## src/rtl/pbm_pkg.sv

```systemverilog
package pbm_pkg;
  localparam int CPU_AW   = 16;
  localparam int ROM_AW   = 17;
  localparam int SEL_W    = 3;
  localparam int BANK_W   = 3;
  localparam int WIN_AW   = 13;
  localparam int MINI_AW  = 11;
  localparam logic [CPU_AW-1:0] DEC_MASK  = 16'h71FF;
  localparam logic [CPU_AW-1:0] SEL_ADDR  = 16'h4022;
  localparam logic [ROM_AW-1:0] MINI_BASE = 17'h10000;
  localparam logic [ROM_AW-1:0] TOP_BASE  = 17'h12000;

  typedef enum logic [2:0] {
    WIN_NONE, WIN_MINI, WIN_FIXED, WIN_SWITCH, WIN_TOP
  } win_e;

  function automatic logic [BANK_W-1:0] xlate_bank(input logic [SEL_W-1:0] v);
    case (v)
      3'd1:    xlate_bank = 3'd3;
      3'd5:    xlate_bank = 3'd7;
      3'd6:    xlate_bank = 3'd5;
      3'd7:    xlate_bank = 3'd6;
      default: xlate_bank = 3'd4;
    endcase
  endfunction

  function automatic win_e classify(input logic [CPU_AW-1:0] a);
    case (a[15:12])
      4'h5:                      classify = WIN_MINI;
      4'h6, 4'h7, 4'h8, 4'h9,
      4'hA, 4'hB:                classify = WIN_FIXED;
      4'hC, 4'hD:                classify = WIN_SWITCH;
      4'hE, 4'hF:                classify = WIN_TOP;
      default:                   classify = WIN_NONE;
    endcase
  endfunction

  // fixed banks: 0x6000 -> 2, 0x8000 -> 1, 0xA000 -> 0
  function automatic logic [BANK_W-1:0] fixed_bank(input logic [CPU_AW-1:0] a);
    case (a[15:13])
      3'd3:    fixed_bank = 3'd2;
      3'd4:    fixed_bank = 3'd1;
      default: fixed_bank = 3'd0;
    endcase
  endfunction

  function automatic logic [ROM_AW-1:0] bank_addr(input logic [BANK_W-1:0] b,
                                                  input logic [CPU_AW-1:0] a);
    bank_addr = {1'b0, b, a[WIN_AW-1:0]};
  endfunction
endpackage

```

## src/rtl/pbm_bank_reg.sv

```systemverilog
module pbm_bank_reg
  import pbm_pkg::*;
(
  input  logic              clk,
  input  logic              rst_n,
  input  logic [CPU_AW-1:0] cpu_addr,
  input  logic [7:0]        cpu_data,
  input  logic              cpu_wr,
  output logic [BANK_W-1:0] sw_bank
);
  logic             sel_hit;
  logic [SEL_W-1:0] sel_q;

  assign sel_hit = cpu_wr && ((cpu_addr & DEC_MASK) == SEL_ADDR);

  always_ff @(posedge clk) begin
    if (!rst_n)       sel_q <= '0;
    else if (sel_hit) sel_q <= cpu_data[SEL_W-1:0];
  end

  assign sw_bank = xlate_bank(sel_q);

  p_bank_hold_r2: assert property (@(posedge clk) disable iff (!rst_n)
    !sel_hit |=> $stable(sel_q));
  p_bank_load_r2: assert property (@(posedge clk) disable iff (!rst_n)
    sel_hit |=> sel_q == $past(cpu_data[SEL_W-1:0]));
  p_bank_range_r3: assert property (@(posedge clk) disable iff (!rst_n)
    sw_bank >= 3'd3);
endmodule

```

## src/rtl/pbm_addr_map.sv

```systemverilog
module pbm_addr_map
  import pbm_pkg::*;
(
  input  logic              clk,
  input  logic              rst_n,
  input  logic [CPU_AW-1:0] cpu_addr,
  input  logic [BANK_W-1:0] sw_bank,
  output logic [ROM_AW-1:0] rom_addr,
  output logic              rom_sel
);
  win_e win;

  assign win = classify(cpu_addr);

  always_comb begin
    rom_sel  = 1'b1;
    rom_addr = '0;
    case (win)
      WIN_MINI:   rom_addr = MINI_BASE | {{(ROM_AW-MINI_AW){1'b0}}, cpu_addr[MINI_AW-1:0]};
      WIN_FIXED:  rom_addr = bank_addr(fixed_bank(cpu_addr), cpu_addr);
      WIN_SWITCH: rom_addr = bank_addr(sw_bank, cpu_addr);
      WIN_TOP:    rom_addr = TOP_BASE | {{(ROM_AW-WIN_AW){1'b0}}, cpu_addr[WIN_AW-1:0]};
      default:    rom_sel  = 1'b0;
    endcase
  end

  p_idle_addr_r7: assert property (@(posedge clk) disable iff (!rst_n)
    !rom_sel |-> rom_addr == '0);
  p_in_image_r6: assert property (@(posedge clk) disable iff (!rst_n)
    rom_addr < 17'h14000);
endmodule

```

## src/rtl/pbm_cycle_timer.sv

```systemverilog
module pbm_cycle_timer
  import pbm_pkg::*;
#(
  parameter int          CNT_W    = 12,
  parameter logic [15:0] CTL_ADDR = 16'h4122
) (
  input  logic              clk,
  input  logic              rst_n,
  input  logic [CPU_AW-1:0] cpu_addr,
  input  logic              ctl_bit,
  input  logic              cpu_wr,
  input  logic              m2_pulse,
  output logic              irq
);
  localparam logic [CPU_AW-1:0] CTL_KEY = CTL_ADDR & DEC_MASK;
  localparam logic [CNT_W-1:0]  CNT_TOP = '1;

  logic             ctl_hit, ack_wr, arm_wr, step, wrap;
  logic             en_q, irq_q;
  logic [CNT_W-1:0] cnt_q;

  assign ctl_hit = cpu_wr && ((cpu_addr & DEC_MASK) == CTL_KEY);
  assign ack_wr  = ctl_hit && !ctl_bit;
  assign arm_wr  = ctl_hit && ctl_bit;
  assign step    = en_q && m2_pulse && !ack_wr;
  assign wrap    = step && (cnt_q == CNT_TOP);

  always_ff @(posedge clk) begin
    if (!rst_n) begin
      en_q  <= 1'b0;
      cnt_q <= '0;
      irq_q <= 1'b0;
    end else if (ack_wr) begin
      en_q  <= 1'b0;
      cnt_q <= '0;
      irq_q <= 1'b0;
    end else begin
      if (arm_wr) en_q <= 1'b1;
      if (step)   cnt_q <= cnt_q + 1'b1;
      if (wrap)   irq_q <= 1'b1;
    end
  end

  assign irq = irq_q;

  p_ack_clears_r11: assert property (@(posedge clk) disable iff (!rst_n)
    ack_wr |=> !irq && cnt_q == '0 && !en_q);
  p_idle_hold_r9: assert property (@(posedge clk) disable iff (!rst_n)
    (!en_q || !m2_pulse) && !ack_wr |=> $stable(cnt_q));
  p_irq_latched_r10: assert property (@(posedge clk) disable iff (!rst_n)
    irq && !ack_wr |=> irq);
  p_irq_from_ovf_r9: assert property (@(posedge clk) disable iff (!rst_n)
    $rose(irq) |-> $past(cnt_q) == CNT_TOP && cnt_q == '0);
  p_arm_keeps_cnt_r8: assert property (@(posedge clk) disable iff (!rst_n)
    arm_wr && !m2_pulse |=> en_q && $stable(cnt_q));
endmodule

```

## src/rtl/prg_bank_irq_mapper.sv

```systemverilog
module prg_bank_irq_mapper
  import pbm_pkg::*;
#(
  parameter bit IRQ_HI_ADDR = 1'b0,
  parameter int TIMER_W     = 12
) (
  input  logic        clk,
  input  logic        rst_n,
  input  logic [15:0] cpu_addr,
  input  logic [7:0]  cpu_data,
  input  logic        cpu_wr,
  input  logic        m2_pulse,
  output logic [16:0] rom_addr,
  output logic        rom_sel,
  output logic        irq
);
  localparam logic [15:0] IRQ_CTL_ADDR = IRQ_HI_ADDR ? 16'h8122 : 16'h4122;

  logic [BANK_W-1:0] sw_bank;

  pbm_bank_reg u_bank (
    .clk(clk), .rst_n(rst_n), .cpu_addr(cpu_addr), .cpu_data(cpu_data),
    .cpu_wr(cpu_wr), .sw_bank(sw_bank)
  );

  pbm_addr_map u_map (
    .clk(clk), .rst_n(rst_n), .cpu_addr(cpu_addr), .sw_bank(sw_bank),
    .rom_addr(rom_addr), .rom_sel(rom_sel)
  );

  pbm_cycle_timer #(.CNT_W(TIMER_W), .CTL_ADDR(IRQ_CTL_ADDR)) u_timer (
    .clk(clk), .rst_n(rst_n), .cpu_addr(cpu_addr), .ctl_bit(cpu_data[0]),
    .cpu_wr(cpu_wr), .m2_pulse(m2_pulse), .irq(irq)
  );

  p_reset_quiet_r1: assert property (@(posedge clk)
    !rst_n |=> !irq);
endmodule

```

## config.mk

```make
export PLATFORM = sky130hd
export DESIGN_NAME = prg_bank_irq_mapper
export DESIGN_NICKNAME = d
export VERILOG_FILES = /design/src/rtl/pbm_pkg.sv /design/src/rtl/pbm_bank_reg.sv /design/src/rtl/pbm_addr_map.sv /design/src/rtl/pbm_cycle_timer.sv /design/src/rtl/prg_bank_irq_mapper.sv
export SDC_FILE = /design/constraint.sdc
export NUM_CORES = 1
export LEC_CHECK = 0
export CAP_MARGIN = 20
export CORE_MARGIN = 3
export CORE_UTILIZATION = 50
export DETAILED_ROUTE_END_ITERATION = 12
export DONT_BUFFER_PORTS = 1
export RECOVER_POWER = 50
export REMOVE_ABC_BUFFERS = 1
export SLEW_MARGIN = 20
export SYNTH_ARGS = -nofsm -noshare
export SYNTH_HDL_FRONTEND = slang
export SYNTH_SLANG_ARGS = --single-unit
```

## constraint.sdc

```tcl
create_clock -name clk -period 3.38 [get_ports clk]
set_input_delay 0.676 -clock clk [delete_from_list [all_inputs] [get_ports clk]]
set_output_delay 0.676 -clock clk [all_outputs]
set_load 0.01 [all_outputs]
```

==> impl_metrics.ini <==
[timing]
rsz0062_at_grt = no
finalCriticalPeriod_ns = 2.32
fmax_mhz = 430
worstMarginPinSlew_ns = 1.38
hold_ws_ns = 0.485
finalSetupViolCount = 0
fin_crit_sh = 0.688
fin_tns_setup_ns = 0
skew_ns = 0.00713
hold_viol_final = 0
drv_slew = 0
max_slew_margin = 0.0722

[detailed_routing]
drtPass1Iterations = 4
top_layer = met4
wl_per_cell_um = 12.6
wl_mm = 1.82
vias = 775
met1Wirelength_um = 803
routed_via_density = 5.34
drt_first_iter_violations = 12
drc = 0
antenna_left = 0
met2WireLength_um = 869
dr_wl_met3_um = 130

[finish]
layout_commonest_cell = nor2_1
fin_nets = 150
design_area_um2 = 1020
n_antenna_cell = 0
layout-drive-gt1-share = 0.0667
mostFrequentLayoutCells = 18 x nor2_1, 17 x dfxtp_1, 14 x nand2_1, 12 x nor2b_1, 9 x xnor2_1
fillCellCount = 168
area_delta_synth_final_pct = 2.39
fin_util = 0.565

[synthesis]
avgSynthCellArea_um2 = 8.29
synth_area_um2 = 995
synth_warnings = 0
synth_cells = 120
ys_seq_elements = 17
seq_area_frac_synth = 0.342
ys_types = 32

[die]
dieArea_um2 = 2560
io_pins = 47
rows = 15
fp.dieW_um = 50.6
die_h_um = 50.6
fp.coreArea_um2 = 1800
start_util = 0.552

[global_route]
first_global_vias = 723
antenna_found_initial = 0
globalRouteOverflowTotal = 0
grt_util_all_layers = 0.159
grt_pass1_wl_mm = 3.06
grt_max_degree = 14

[power]
p_clk_frac = 0.316
power_switching_w = 0.0000787
ir_drop_v = 0.000189
seqPwrFrac = 0.596
power.leakage_nw = 0.351
sw_frac_of_total = 0.234
internal-power_w = 0.000257
p_comb_frac = 0.088
powerDensity_nw_per_um2 = 330

[clocking]
post_cts_buffers = 0
clock_sinks = 17
cts_buffers = 3
clockBufferDepth = 2
h-tree-depth = 1
clock_latency_ns = 0.29
hold_buffers = 0
cts_resized = 0
cts_tree = yes
cts_root_buffer = clkbuf_4
clk_pin_slew_worst_paths_ns = 0.09

[place]
hpwl_mm = 1.46
routabilityCongestion = 0.815
port_buffers = 0
placedInstanceArea_um2 = 996

[setup_path]
worst-path-max-fanout = 13
r2r-end = u_timer.cnt_q[11]
critPathLaunchType = primary input
cp_data_arrival_time_ns = 2.44
r2r_cells = 4
r2r_slack_ns = 2.02
worstSetupPathType = in -> reg
r2r_start = u_timer.en_q
worstSetupEndpointType = flip-flop
worstPathRequired_ns = 3.50

[job]
cap_violations = 0

[min_path]
hold_depth = 2
hold_path_end = u_bank.sel_q[2]
hp-start = u_bank.sel_q[2]
hp-class = reg -> reg

[status]
outcome = completed
==> synth_stat cells <==
cell type	number	area share
nand3b_1	1	0.0075
nand2b_1	2	0.013
a21oi_1	3	0.015
nor4_2	1	0.013
clkbuf_1	2	0.0075
nor4_4	1	0.021
a21boi_0	2	0.015
nor4_1	1	0.0063
or2b_1	1	0.0075
o211a_1	1	0.010
and4bb_1	1	0.013
inv_1	3	0.011
buf_6	2	0.023
o21ai_2	1	0.0088
dfxtp_1	17	0.34
nand4_1	2	0.013
xnor2_1	9	0.079
o21a_1	1	0.0075
nor2_1	18	0.068
nor2b_1	12	0.075
o21ai_0	1	0.0050
and2b_2	1	0.0088
nand3_1	7	0.035
xor2_1	2	0.018
a31oi_1	2	0.013
nand2_1	14	0.053
and2b_1	2	0.015
nand4_4	1	0.021
and4bb_2	1	0.013
ha_1	1	0.013
mux2i_1	3	0.030
nor3_1	4	0.020
==> cell families (layout without fill, tap and decap cells) <==
group           after synthesis  in the layout  synth area share
buf+inv                       7              7            0.0415
mux                           3              3            0.0302
simple gates                 70             70             0.403
compound gates               11             11            0.0742
flops                        17             17             0.342
xor+xnor                     11             11            0.0969
fa+ha+maj                     1              1            0.0126
==> metal layers <==
metal  global-route usage  vias to the layer above
met5                    0                        -
met4               0.0673                        0
met2                0.267                       30
li1                     -                      403
met1                0.181                      340
met3               0.0564                        2
==> worst max-delay path, stage by stage <==
cell	delay, ns
nor4_1	0.34
nand4_1	0.20
o21ai_0	1.09
nor2_1	0.14
==> flip-flops by register name, summed over array words and instances, names as in the netlist <==
| name | flops |
|---|---|
| u_timer.en_q | 1 |
| u_timer.irq | 1 |
| u_bank.sel_q | 3 |
| u_timer.cnt_q | 12 |
==> stage by stage <==
stage / worst slack (ns) / instances / total power, W
floorplan: 1.21 / 116 / 0.000232
global placement: 1.14 / 141 / 0.000235
detailed placement: 1.09 / 141 / 0.000235
CTS: 1.08 / 145 / 0.000343
global route: 0.755 / 145 / 0.000350
finish: 1.06 / 145 / 0.000336
==> power groups by stage <==
stage / logic, W / clock network [W] / registers (W)
final: 0.0000295 / 0.000106 / 0.000200
after floorplan: 0.0000270 / 0 / 0.000205
after global routing: 0.0000328 / 0.000117 / 0.000200
after CTS: 0.0000303 / 0.000113 / 0.000200
after detailed placement: 0.0000303 / 0 / 0.000205
after global placement: 0.0000300 / 0 / 0.000205
==> layout make-up <==
cell class	count	area [um^2]	share of cell area
multi-input combinational	96	609	0.598
inverter	3	11.3	0.0111
clock buffer	4	26.3	0.0258
tap	25	31.3	0.0307
sequential	17	340	0.334
==> worst max path at each step <==
| stage | start | to | slack (ns) |
|---|---|---|---|
| 2_1_floorplan | cpu_addr[13] | rom_addr[2] | 1.21 |
| 3_3_place_gp | cpu_addr[13] | rom_addr[2] | 1.14 |
| 3_5_place_dp | cpu_addr[13] | rom_addr[2] | 1.09 |
| 4_1_cts | cpu_addr[13] | rom_addr[2] | 1.08 |
| 5_1_grt | cpu_addr[2] | u_timer.cnt_q[7] | 0.75 |
| 6_report | cpu_addr[2] | u_timer.cnt_q[7] | 1.06 |
(Power assumes the default switching activity.)
